$ cat config.mk
export PLATFORM = sky130hd
export DESIGN_NAME = pwm_autoreload
export DESIGN_NICKNAME = d
export VERILOG_FILES = /design/src/rtl/pwm_pkg.sv /design/src/rtl/pwm_cnt.sv /design/src/rtl/pwm_chan.sv /design/src/rtl/pwm_autoreload.sv
export SDC_FILE = /design/constraint.sdc
export NUM_CORES = 1
export LEC_CHECK = 0
export BUFFER_PORTS_ARGS = -buffer_cell sky130_fd_sc_hd__clkbuf_2
export CORE_ASPECT_RATIO = 1.5
export CORE_MARGIN = 4
export CORE_UTILIZATION = 35
export DETAILED_ROUTE_END_ITERATION = 6
export PLACE_DENSITY = 0.57
export SLEW_MARGIN = 10
export SYNTH_ARGS = -nofsm -noshare
export SYNTH_HDL_FRONTEND = slang
export SYNTH_SLANG_ARGS = --single-unit
$ cat constraint.sdc
create_clock -name clk -period 3.89 [get_ports clk]
set_input_delay 0.389 -clock clk [delete_from_list [all_inputs] [get_ports clk]]
set_output_delay 0.389 -clock clk [all_outputs]
set_load 0.03 [all_outputs]
$ cat src/rtl/pwm_pkg.sv
package pwm_pkg;
  localparam int CNT_W      = 16;
  localparam int BYTE_W     = 8;
  localparam int LEN_W      = 3;
  localparam int ADR_CTRL   = 0;
  localparam int ADR_MODE   = 1;
  localparam int ADR_CNT_LO = 2;
  localparam int ADR_CNT_HI = 3;
  localparam int CH_BASE    = 4;

  // ones in the low 8+sel bits
  function automatic logic [CNT_W-1:0] len_mask(input logic [LEN_W-1:0] sel);
    return {CNT_W{1'b1}} >> (4'd8 - {1'b0, sel});
  endfunction

  // last count of a cycle under the given mask
  function automatic logic at_wrap(input logic [CNT_W-1:0] cnt,
                                   input logic [CNT_W-1:0] mask);
    return (cnt & mask) == mask;
  endfunction

  // output level: high once the in-cycle position reaches the compare value
  function automatic logic duty_level(input logic [CNT_W-1:0] cnt,
                                      input logic [CNT_W-1:0] cmp,
                                      input logic [CNT_W-1:0] mask);
    return (cnt & mask) >= (cmp & mask);
  endfunction
endpackage

$ cat src/rtl/pwm_cnt.sv
module pwm_cnt
  import pwm_pkg::*;
(
  input  logic              clk,
  input  logic              rst_n,
  input  logic [LEN_W-1:0]  len_sel,
  output logic [CNT_W-1:0]  cnt,
  output logic              len_wrap,
  output logic              full_wrap
);
  always_ff @(posedge clk or negedge rst_n) begin
    if (!rst_n) cnt <= '0;
    else        cnt <= cnt + 1'b1;
  end

  assign len_wrap  = at_wrap(cnt, len_mask(len_sel));
  assign full_wrap = &cnt;
endmodule

$ cat src/rtl/pwm_chan.sv
module pwm_chan
  import pwm_pkg::*;
(
  input  logic              clk,
  input  logic              rst_n,
  input  logic [CNT_W-1:0]  cnt,
  input  logic [LEN_W-1:0]  len_sel,
  input  logic              wide,
  input  logic              ar16_en,
  input  logic              len_wrap,
  input  logic              full_wrap,
  input  logic [1:0]        wr_live,
  input  logic [1:0]        wr_rld,
  input  logic [BYTE_W-1:0] wdata,
  output logic [CNT_W-1:0]  live,
  output logic [CNT_W-1:0]  rld,
  output logic              reload_evt,
  output logic              pwm
);
  logic [CNT_W-1:0] eff_mask;
  logic             byte_mode;

  assign byte_mode  = !wide && (len_sel == '0);
  assign eff_mask   = wide ? {CNT_W{1'b1}} : len_mask(len_sel);
  assign reload_evt = wide ? (ar16_en && full_wrap) : len_wrap;

  always_ff @(posedge clk or negedge rst_n) begin
    if (!rst_n) begin
      live <= '0;
      rld  <= '0;
    end else begin
      if (reload_evt) begin
        if (byte_mode) live[BYTE_W-1:0] <= live[CNT_W-1:BYTE_W];
        else           live <= rld;
      end
      // bus writes take precedence over a same-edge reload
      if (wr_live[0]) live[BYTE_W-1:0]     <= wdata;
      if (wr_live[1]) live[CNT_W-1:BYTE_W] <= wdata;
      if (wr_rld[0])  rld[BYTE_W-1:0]      <= wdata;
      if (wr_rld[1])  rld[CNT_W-1:BYTE_W]  <= wdata;
    end
  end

  assign pwm = duty_level(cnt, live, eff_mask);
endmodule

$ cat src/rtl/pwm_autoreload.sv
module pwm_autoreload
  import pwm_pkg::*;
#(
  parameter  int NUM_CH = 2,
  localparam int AW     = $clog2(CH_BASE + 2*NUM_CH)
)(
  input  logic              clk,
  input  logic              rst_n,
  input  logic [AW-1:0]     bus_addr,
  input  logic              bus_we,
  input  logic [BYTE_W-1:0] bus_wdata,
  output logic [BYTE_W-1:0] bus_rdata,
  output logic [NUM_CH-1:0] pwm_out,
  output logic              irq
);
  logic             rsel_q, ovf_ie_q, ovf_flag_q, ar16_q;
  logic [LEN_W-1:0] len_q;
  logic [NUM_CH-1:0] mode16_q;
  logic             ctrl_wr, mode_wr;

  logic [CNT_W-1:0] cnt;
  logic             len_wrap, full_wrap;

  logic [NUM_CH-1:0][CNT_W-1:0] ch_live, ch_rld;
  logic [NUM_CH-1:0][1:0]       wr_live, wr_rld;
  logic [NUM_CH-1:0]            ch_reload, ch_live_wr;

  assign ctrl_wr = bus_we && (int'(bus_addr) == ADR_CTRL);
  assign mode_wr = bus_we && (int'(bus_addr) == ADR_MODE);

  always_ff @(posedge clk or negedge rst_n) begin
    if (!rst_n) begin
      rsel_q   <= 1'b0;
      ovf_ie_q <= 1'b0;
      ar16_q   <= 1'b0;
      len_q    <= '0;
      mode16_q <= '0;
    end else begin
      if (ctrl_wr) begin
        rsel_q   <= bus_wdata[7];
        ovf_ie_q <= bus_wdata[6];
        ar16_q   <= bus_wdata[3];
        len_q    <= bus_wdata[LEN_W-1:0];
      end
      if (mode_wr) mode16_q <= bus_wdata[NUM_CH-1:0];
    end
  end

  // hardware set beats a software clear on the same edge
  always_ff @(posedge clk or negedge rst_n) begin
    if (!rst_n)       ovf_flag_q <= 1'b0;
    else if (len_wrap) ovf_flag_q <= 1'b1;
    else if (ctrl_wr)  ovf_flag_q <= bus_wdata[5];
  end

  assign irq = ovf_flag_q & ovf_ie_q;

  pwm_cnt u_cnt (
    .clk       (clk),
    .rst_n     (rst_n),
    .len_sel   (len_q),
    .cnt       (cnt),
    .len_wrap  (len_wrap),
    .full_wrap (full_wrap)
  );

  for (genvar c = 0; c < NUM_CH; c++) begin : g_ch
    localparam int LO_ADR = CH_BASE + 2*c;
    assign wr_live[c][0] = bus_we && !rsel_q && (int'(bus_addr) == LO_ADR);
    assign wr_live[c][1] = bus_we && !rsel_q && (int'(bus_addr) == LO_ADR + 1);
    assign wr_rld[c][0]  = bus_we &&  rsel_q && (int'(bus_addr) == LO_ADR);
    assign wr_rld[c][1]  = bus_we &&  rsel_q && (int'(bus_addr) == LO_ADR + 1);
    assign ch_live_wr[c] = |wr_live[c];

    pwm_chan u_chan (
      .clk        (clk),
      .rst_n      (rst_n),
      .cnt        (cnt),
      .len_sel    (len_q),
      .wide       (mode16_q[c]),
      .ar16_en    (ar16_q),
      .len_wrap   (len_wrap),
      .full_wrap  (full_wrap),
      .wr_live    (wr_live[c]),
      .wr_rld     (wr_rld[c]),
      .wdata      (bus_wdata),
      .live       (ch_live[c]),
      .rld        (ch_rld[c]),
      .reload_evt (ch_reload[c]),
      .pwm        (pwm_out[c])
    );
  end

  always_comb begin
    bus_rdata = '0;
    if (int'(bus_addr) == ADR_CTRL)
      bus_rdata = {rsel_q, ovf_ie_q, ovf_flag_q, 1'b0, ar16_q, len_q};
    else if (int'(bus_addr) == ADR_MODE)
      bus_rdata[NUM_CH-1:0] = mode16_q;
    else if (int'(bus_addr) == ADR_CNT_LO)
      bus_rdata = cnt[BYTE_W-1:0];
    else if (int'(bus_addr) == ADR_CNT_HI)
      bus_rdata = cnt[CNT_W-1:BYTE_W];
    for (int c = 0; c < NUM_CH; c++) begin
      if (int'(bus_addr) == CH_BASE + 2*c)
        bus_rdata = rsel_q ? ch_rld[c][BYTE_W-1:0] : ch_live[c][BYTE_W-1:0];
      else if (int'(bus_addr) == CH_BASE + 2*c + 1)
        bus_rdata = rsel_q ? ch_rld[c][CNT_W-1:BYTE_W] : ch_live[c][CNT_W-1:BYTE_W];
    end
  end
endmodule

==> results.json, run 1 <==
{
  "crit_chain": "inv_2 > ha_1 > inv_1 > ha_1 > and2b_2 > nand2_1 > and2_1 > ha_1 > o21ai_0 > o21bai_1 > a21oi_1 > o31a_1 > o21ai_1 > buf_4",
  "die_w_um": 117,
  "slew_violations": 0,
  "final_nets": 670,
  "skew_ns": 0.00924,
  "wl_mm": 18.6,
  "fin_crit_sh_pct": 94.7,
  "tightestPinTransition_ns": 1.26,
  "filler_cell_count": 1750,
  "final_common_cell": "dfrtp_1",
  "grt_max_degree": 77,
  "overflow": 0,
  "relSlewSlack_pct": 15.5,
  "drt-vias-per-instance": 5.78,
  "power_density_nw_per_um2": 536,
  "antenna_cells": 0,
  "vias": 4833,
  "cts_root_buf": "clkbuf_16",
  "start_util_pct": 35.8,
  "ir_worst_vdd_v": 0.000392,
  "drt_iter0_markers": 335,
  "ant_nets": 0,
  "cts_buffers": 9,
  "cp_max_fo": 9,
  "cp-end-kind": "primary output",
  "r2r_cells": 11,
  "stdcell_count": 836,
  "dpl-instance-area_um2": 6390,
  "rows": 59,
  "grt_usage_pct": 19.4,
  "ff_latch_area_um2": 2230,
  "setup_violations": 0,
  "gp_congestion": 0.967,
  "min_period_ns": 3.68,
  "postSynthNetCount": 675,
  "final_hold_viol_count": 0,
  "path_clk_slew_ns": 0.07,
  "crit_type": "register to primary output",
  "clock-sinks": 89,
  "yosysSeqAreaShare_pct": 35.7,
  "die_h_um": 171,
  "port_buffers": 24,
  "finalPower_uw": 3600,
  "critPathSlowestCell": "dfrtp_2",
  "dp_cells": 819,
  "mostFrequentLayoutCells": "87 x dfrtp_1, 67 x mux2i_1, 54 x mux2_2, 51 x nand2_1, 47 x o21ai_0",
  "drv_cap": 0,
  "grt_pass1_wl_mm": 29.1,
  "cpPeakStageDelay_ns": 0.46,
  "cp.arrival_ns": 3.29,
  "synth_async_sr_flop_share_pct": 100,
  "yosysWarningCount": 0,
  "antenna_found_initial": 0,
  "clk_latency_ns": 0.34,
  "cpLargestDelayFamily": "adder cells",
  "synth_ff_type": "dfrtp_1",
  "hpwl_mm": 14.1,
  "rrSetupSlack_ns": 0.51,
  "r2r_start": "len_q[1]",
  "syn2layout_area_growth_pct": 7.65,
  "status": "completed",
  "multiInputGateArea_um2": 3690,
  "cts_tree": "yes",
  "crit_buf_inv": 3,
  "io_pins": 25,
  "die-area_um2": 20100,
  "ys_ff_latch": 89,
  "hp-class": "input pin to asynchronous set/reset pin",
  "first_global_vias": 5078,
  "wl_per_cell_um": 22.3,
  "critPathLaunchType": "register",
  "cp_common_cell": "ha_1",
  "utilization_pct": 38.5,
  "drc_errors": 0,
  "syn_inst": 623,
  "timing.rr.end": "g_ch[1].u_chan.live[8]",
  "syn_area_um2": 6230,
  "htreeDepth": 3,
  "cts_buffer_depth": 2,
  "max_freq_mhz": 272,
  "core_area_um2": 17400,
  "p_leak_uw": 0.00289,
  "critPathRequiredTime_ns": 3.50,
  "synth_enable_flop_cells": 0,
  "final_cell_area_um2": 6710,
  "avgSynthCellArea_um2": 10.0,
  "drive_above_1_share_pct": 20.2,
  "synthDistinctLibCells": 57,
  "dr.pass1.iters": 5
}
## kinds of logic (layout without fill, tap and decap cells)
family	count (synthesis)	in the layout	share of synthesized area [%]
AND/OR/NAND/NOR	159	159	12.4
AO/OA/AOI/OAI	143	143	15.6
multiplexers	124	124	21.6
flip-flops	89	89	35.7
buffers and inverters	56	56	5.14
adder cells (fa/ha/maj)	38	38	7.63
XOR/XNOR	14	14	1.97
## flip-flops by register name, summed over array words and instances (netlist names)
register / flops
ar16_q: 1
g_ch.u_chan.rld: 32
rsel_q: 1
mode16_q: 2
ovf_ie_q: 1
ovf_flag_q: 1
g_ch.u_chan.live: 32
len_q: 3
u_cnt.cnt: 16
## Yosys cell counts (2+ instances only)
cell | count | area share [%]
a21oi_2 | 6 | 0.84
o31ai_4 | 2 | 0.68
a21o_1 | 8 | 0.96
and4_1 | 2 | 0.28
mux2i_1 | 67 | 11
nand3_1 | 11 | 0.88
nand2b_1 | 5 | 0.50
and2_1 | 14 | 1.4
a211oi_1 | 2 | 0.24
mux4_2 | 3 | 1.1
o221ai_1 | 6 | 0.84
a22oi_1 | 7 | 0.84
ha_1 | 38 | 7.6
o2111ai_1 | 2 | 0.28
o211ai_1 | 5 | 0.60
buf_4 | 11 | 1.3
nor2_1 | 41 | 2.5
o31ai_1 | 2 | 0.24
xnor2_1 | 7 | 0.98
nand4_1 | 8 | 0.80
nor4_1 | 3 | 0.30
buf_2 | 6 | 0.48
dfrtp_1 | 89 | 36
buf_1 | 3 | 0.18
a21oi_1 | 26 | 2.1
o31a_1 | 4 | 0.56
nand2_1 | 51 | 3.1
nor3_1 | 6 | 0.48
inv_1 | 8 | 0.48
nor2b_1 | 8 | 0.80
buf_6 | 6 | 1.1
o21a_1 | 16 | 1.9
xor2_1 | 7 | 0.98
clkbuf_1 | 18 | 1.1
o211ai_2 | 3 | 0.60
o21ai_0 | 48 | 3.9
mux2_2 | 54 | 9.8
## per-stage QoR
stage / worst slack (ns) / setup TNS (ns) / hold WS (ns)
5_1_grt: -0.000111 / -0.000111 / 0.293
3_3_place_gp: 0.380 / 0 / 0.507
2_1_floorplan: 0.788 / 0 / 0.0934
6_report: 0.207 / 0 / 0.198
4_1_cts: 0.0104 / 0 / 0.238
3_5_place_dp: 0.298 / 0 / 0.511
## routing by layer
layer,GRT usage (%),vias to the layer above,share of wire [%]
met5,0,-,0
met4,9.58,0,3.9
met3,1.90,37,3.7
met2,33.3,140,52
met1,23.9,2404,41
li1,-,2252,-
## how the worst max path moves through the flow
stage	to	slack [ns]	cells after the start	start
finish	pwm_out[1]	0.21	14	len_q[1]
global route	pwm_out[1]	-0.0001	14	len_q[1]
CTS	pwm_out[1]	0.01	14	len_q[1]
detailed placement	pwm_out[0]	0.30	13	len_q[1]
global placement	pwm_out[0]	0.38	13	len_q[1]
floorplan	pwm_out[1]	0.79	15	len_q[1]
## what timing repair did
action,CTS,global route
hold buffers,0,0
setup buffers,0,1
gates resized for setup,1,11
setup endpoints to repair,2,2
## power breakdown
| group | switching (µW) | internal [µW] | leakage (µW) |
|---|---|---|---|
| clock network | 397 | 507 | 0.000141 |
| logic | 669 | 558 | 0.00166 |
| registers | 296 | 1170 | 0.00109 |
| total | 1360 | 2240 | 0.00289 |
## layout make-up
cell class | instances | area share [%]
Clock buffer | 10 | 3.41
Clock inverter | 6 | 1.10
Inverter | 8 | 0.448
Multi-Input combinational cell | 478 | 55.0
Sequential cell | 89 | 33.2
Tap cell | 213 | 3.97
Timing Repair Buffer | 32 | 2.80
Note: power is estimated with default switching activity, not from simulation.
==> inputs of run 2 (changes only) <==
--- a/config.mk
+++ b/config.mk
@@ -14,4 +14,5 @@
 export SLEW_MARGIN = 10
 export SYNTH_ARGS = -nofsm -noshare
 export SYNTH_HDL_FRONTEND = slang
+export SYNTH_HIERARCHICAL = 1
 export SYNTH_SLANG_ARGS = --single-unit
==> run 2 against run 1 <==
Against the previous run:
- die area grew 4.8%
- clock skew grew 0.0014 ns
- power grew 9.2%
- critical path depth shrank 1
- worst hold slack lost 0.072 ns
- setup slack gained 0.082 ns
- utilization grew 0.76 points
- via count grew 7.4%
- synthesized cell count grew 4.3%
- sequential power grew 3%
- largest power group unchanged
- cell area grew 8.1%
==> results.json, run 2 <==
{
  "cts_buffer_depth": 2,
  "yosysSeqAreaShare_pct": 34.0,
  "die-area_um2": 21000,
  "cts_buffers": 9,
  "grt_pass1_wl_mm": 30.0,
  "hp-class": "input pin to asynchronous set/reset pin",
  "min_period_ns": 3.60,
  "grt_usage_pct": 18.4,
  "netlist_top_cells_count": "100 x mux2_2, 89 x dfrtp_1, 59 x nand2_1",
  "fin_ws_ns": 0.289,
  "synthMostInstantiatedCell": "mux2_2",
  "power_density_nw_per_um2": 542,
  "cp-end-kind": "primary output",
  "gp_congestion": 0.923,
  "synth_enable_flop_cells": 0,
  "hpwl_mm": 14.3,
  "rows": 61,
  "rsz0062_at_grt": "no",
  "core_area_um2": 18500,
  "p_leak_uw": 0.00312,
  "yosysWarningCount": 6,
  "tightestPinTransition_ns": 1.19,
  "grt_max_degree": 61,
  "dr.pass1.iters": 5,
  "cts_tree": "yes",
  "final_nets": 727,
  "skew_ns": 0.0107,
  "ant_nets": 0,
  "cpLargestDelayFamily": "simple AND/OR/NAND/NOR gates",
  "overflow": 0,
  "final_common_cell": "mux2_2",
  "cpPeakStageDelay_ns": 0.49,
  "clock-sinks": 89,
  "clk_latency_ns": 0.34,
  "path_clk_slew_ns": 0.07,
  "status": "completed",
  "start_util_pct": 35.5,
  "avgSynthCellArea_um2": 10.1,
  "syn_inst": 650,
  "first_global_vias": 5234,
  "drv_cap": 0,
  "pre_cts_slack_ns": 0.419,
  "die_w_um": 120,
  "synthDistinctLibCells": 61,
  "relSlewSlack_pct": 20.8,
  "postSynthNetCount": 710,
  "crit_type": "register to primary output",
  "final_cell_area_um2": 7250,
  "synth_async_sr_flop_share_pct": 100,
  "drt_iter0_markers": 335,
  "filler_cell_count": 1873,
  "mostFrequentLayoutCells": "100 x mux2_2, 86 x dfrtp_1, 59 x nand2_1, 46 x ha_1, 37 x mux2i_1",
  "crit_buf_inv": 3,
  "max_freq_mhz": 278,
  "antenna_found_initial": 0,
  "slew_violations": 0,
  "syn_area_um2": 6550,
  "vias": 5189,
  "drc_errors": 0,
  "wl_per_cell_um": 20.6,
  "largest_registers": "g_ch.u_chan/live: 32 flops, g_ch.u_chan/rld: 32 flops, u_cnt/cnt: 16 flops",
  "cp_max_fo": 13,
  "cts_hold_buf": 0,
  "port_buffers": 24,
  "critPathLaunchType": "register",
  "drt-vias-per-instance": 5.62,
  "cp_common_cell": "ha_1",
  "ys_ff_latch": 89,
  "synthTopCellsByArea": "dfrtp_1 34%, mux2_2 17%, ha_1 8.8%",
  "die_h_um": 176,
  "cp.arrival_ns": 3.21,
  "crit_chain": "inv_1 > ha_1 > inv_1 > ha_1 > nor3b_2 > nor2_1 > and2_1 > ha_1 > nand4_1 > nor4_2 > o211ai_1 > o211ai_1 > clkbuf_2",
  "critPathRequiredTime_ns": 3.50,
  "setup_violations": 0,
  "critPathSlowestCell": "dfrtp_2",
  "wl_mm": 19.0,
  "final_hold_viol_count": 0,
  "ir_worst_vdd_v": 0.000299,
  "synth_ff_type": "dfrtp_1",
  "tns_ns": 0,
  "yosysTopAreaCell": "dfrtp_1",
  "synth_top_area_share_pct": 34.0,
  "fin_crit_sh_pct": 92.6,
  "drive_above_1_share_pct": 26.9,
  "htreeDepth": 3,
  "dpl-instance-area_um2": 6870,
  "cts_root_buf": "clkbuf_16",
  "syn2layout_area_growth_pct": 10.8,
  "io_pins": 25,
  "antenna_cells": 0
}
-- run 2: area by class of cell --
class | count | area [µm²] | area share, %
Sequential cell | 89 | 2230 | 30.8
Timing Repair Buffer | 41 | 250 | 3.45
Inverter | 23 | 86.3 | 1.19
Clock buffer | 10 | 229 | 3.16
Clock inverter | 6 | 97.6 | 1.35
Multi-Input combinational cell | 503 | 4050 | 55.8
Tap cell | 252 | 315 | 4.35
-- run 2: worst paths after layout --
kind	to	cells after the start	slack, ns	start
max	pwm_out[1]	13	0.29	len_q[1]
min	g_ch[0].u_chan/rld[6]	1	0.13	rst_n
max reg2reg	g_ch[0].u_chan/live[9]	11	0.52	len_q[0]
min reg2reg	g_ch[1].u_chan/rld[10]	1	0.53	g_ch[1].u_chan/rld[10]
max in group asynchronous	g_ch[0].u_chan/live[1]	2	2.83	rst_n
min in group clk	g_ch[0].u_chan/live[7]	3	0.47	bus_wdata[7]
-- run 2: stage by stage --
stage               power [µW]  std cells  hold WS [ns]  util [%]
detailed placement        2930        903         0.514      37.2
global route              4200        924         0.189      39.3
global placement          2880        903         0.506      37.2
finish                    3930        924         0.126      39.3
CTS                       3920        919         0.164      38.9
floorplan                 2520        650        0.0934         -
-- run 2: metal layers --
layer  track usage [%]  up-vias  routed length (µm)
li1                  -     2405                   -
met2              31.4      163                9490
met5                 0        -                   0
met4              10.9        0                1140
met3              2.29       53                 761
met1              22.0     2568                7600
-- run 2: cell families after synthesis --
kind of cell | after synthesis | synth area share (%)
buf+inv | 58 | 4.57
mux | 140 | 23.6
flops | 89 | 34.0
xor+xnor | 15 | 2.01
compound gates | 128 | 13.8
fa+ha+maj | 46 | 8.79
simple gates | 174 | 13.2
-- run 2: timing repair --
item / 4_1_cts / 5_1_grt
endpoints found under the setup margin: 0 / 2
buffers inserted: 0 / 5
gates resized for setup: 0 / 7
-- run 2: power breakdown --
group / total (µW) / internal [µW] / switching (µW) / leakage [µW]
Clock: 972 / 574 / 397 / 0.000160
Combinational: 1440 / 710 / 731 / 0.00183
Sequential: 1520 / 1190 / 327 / 0.00113
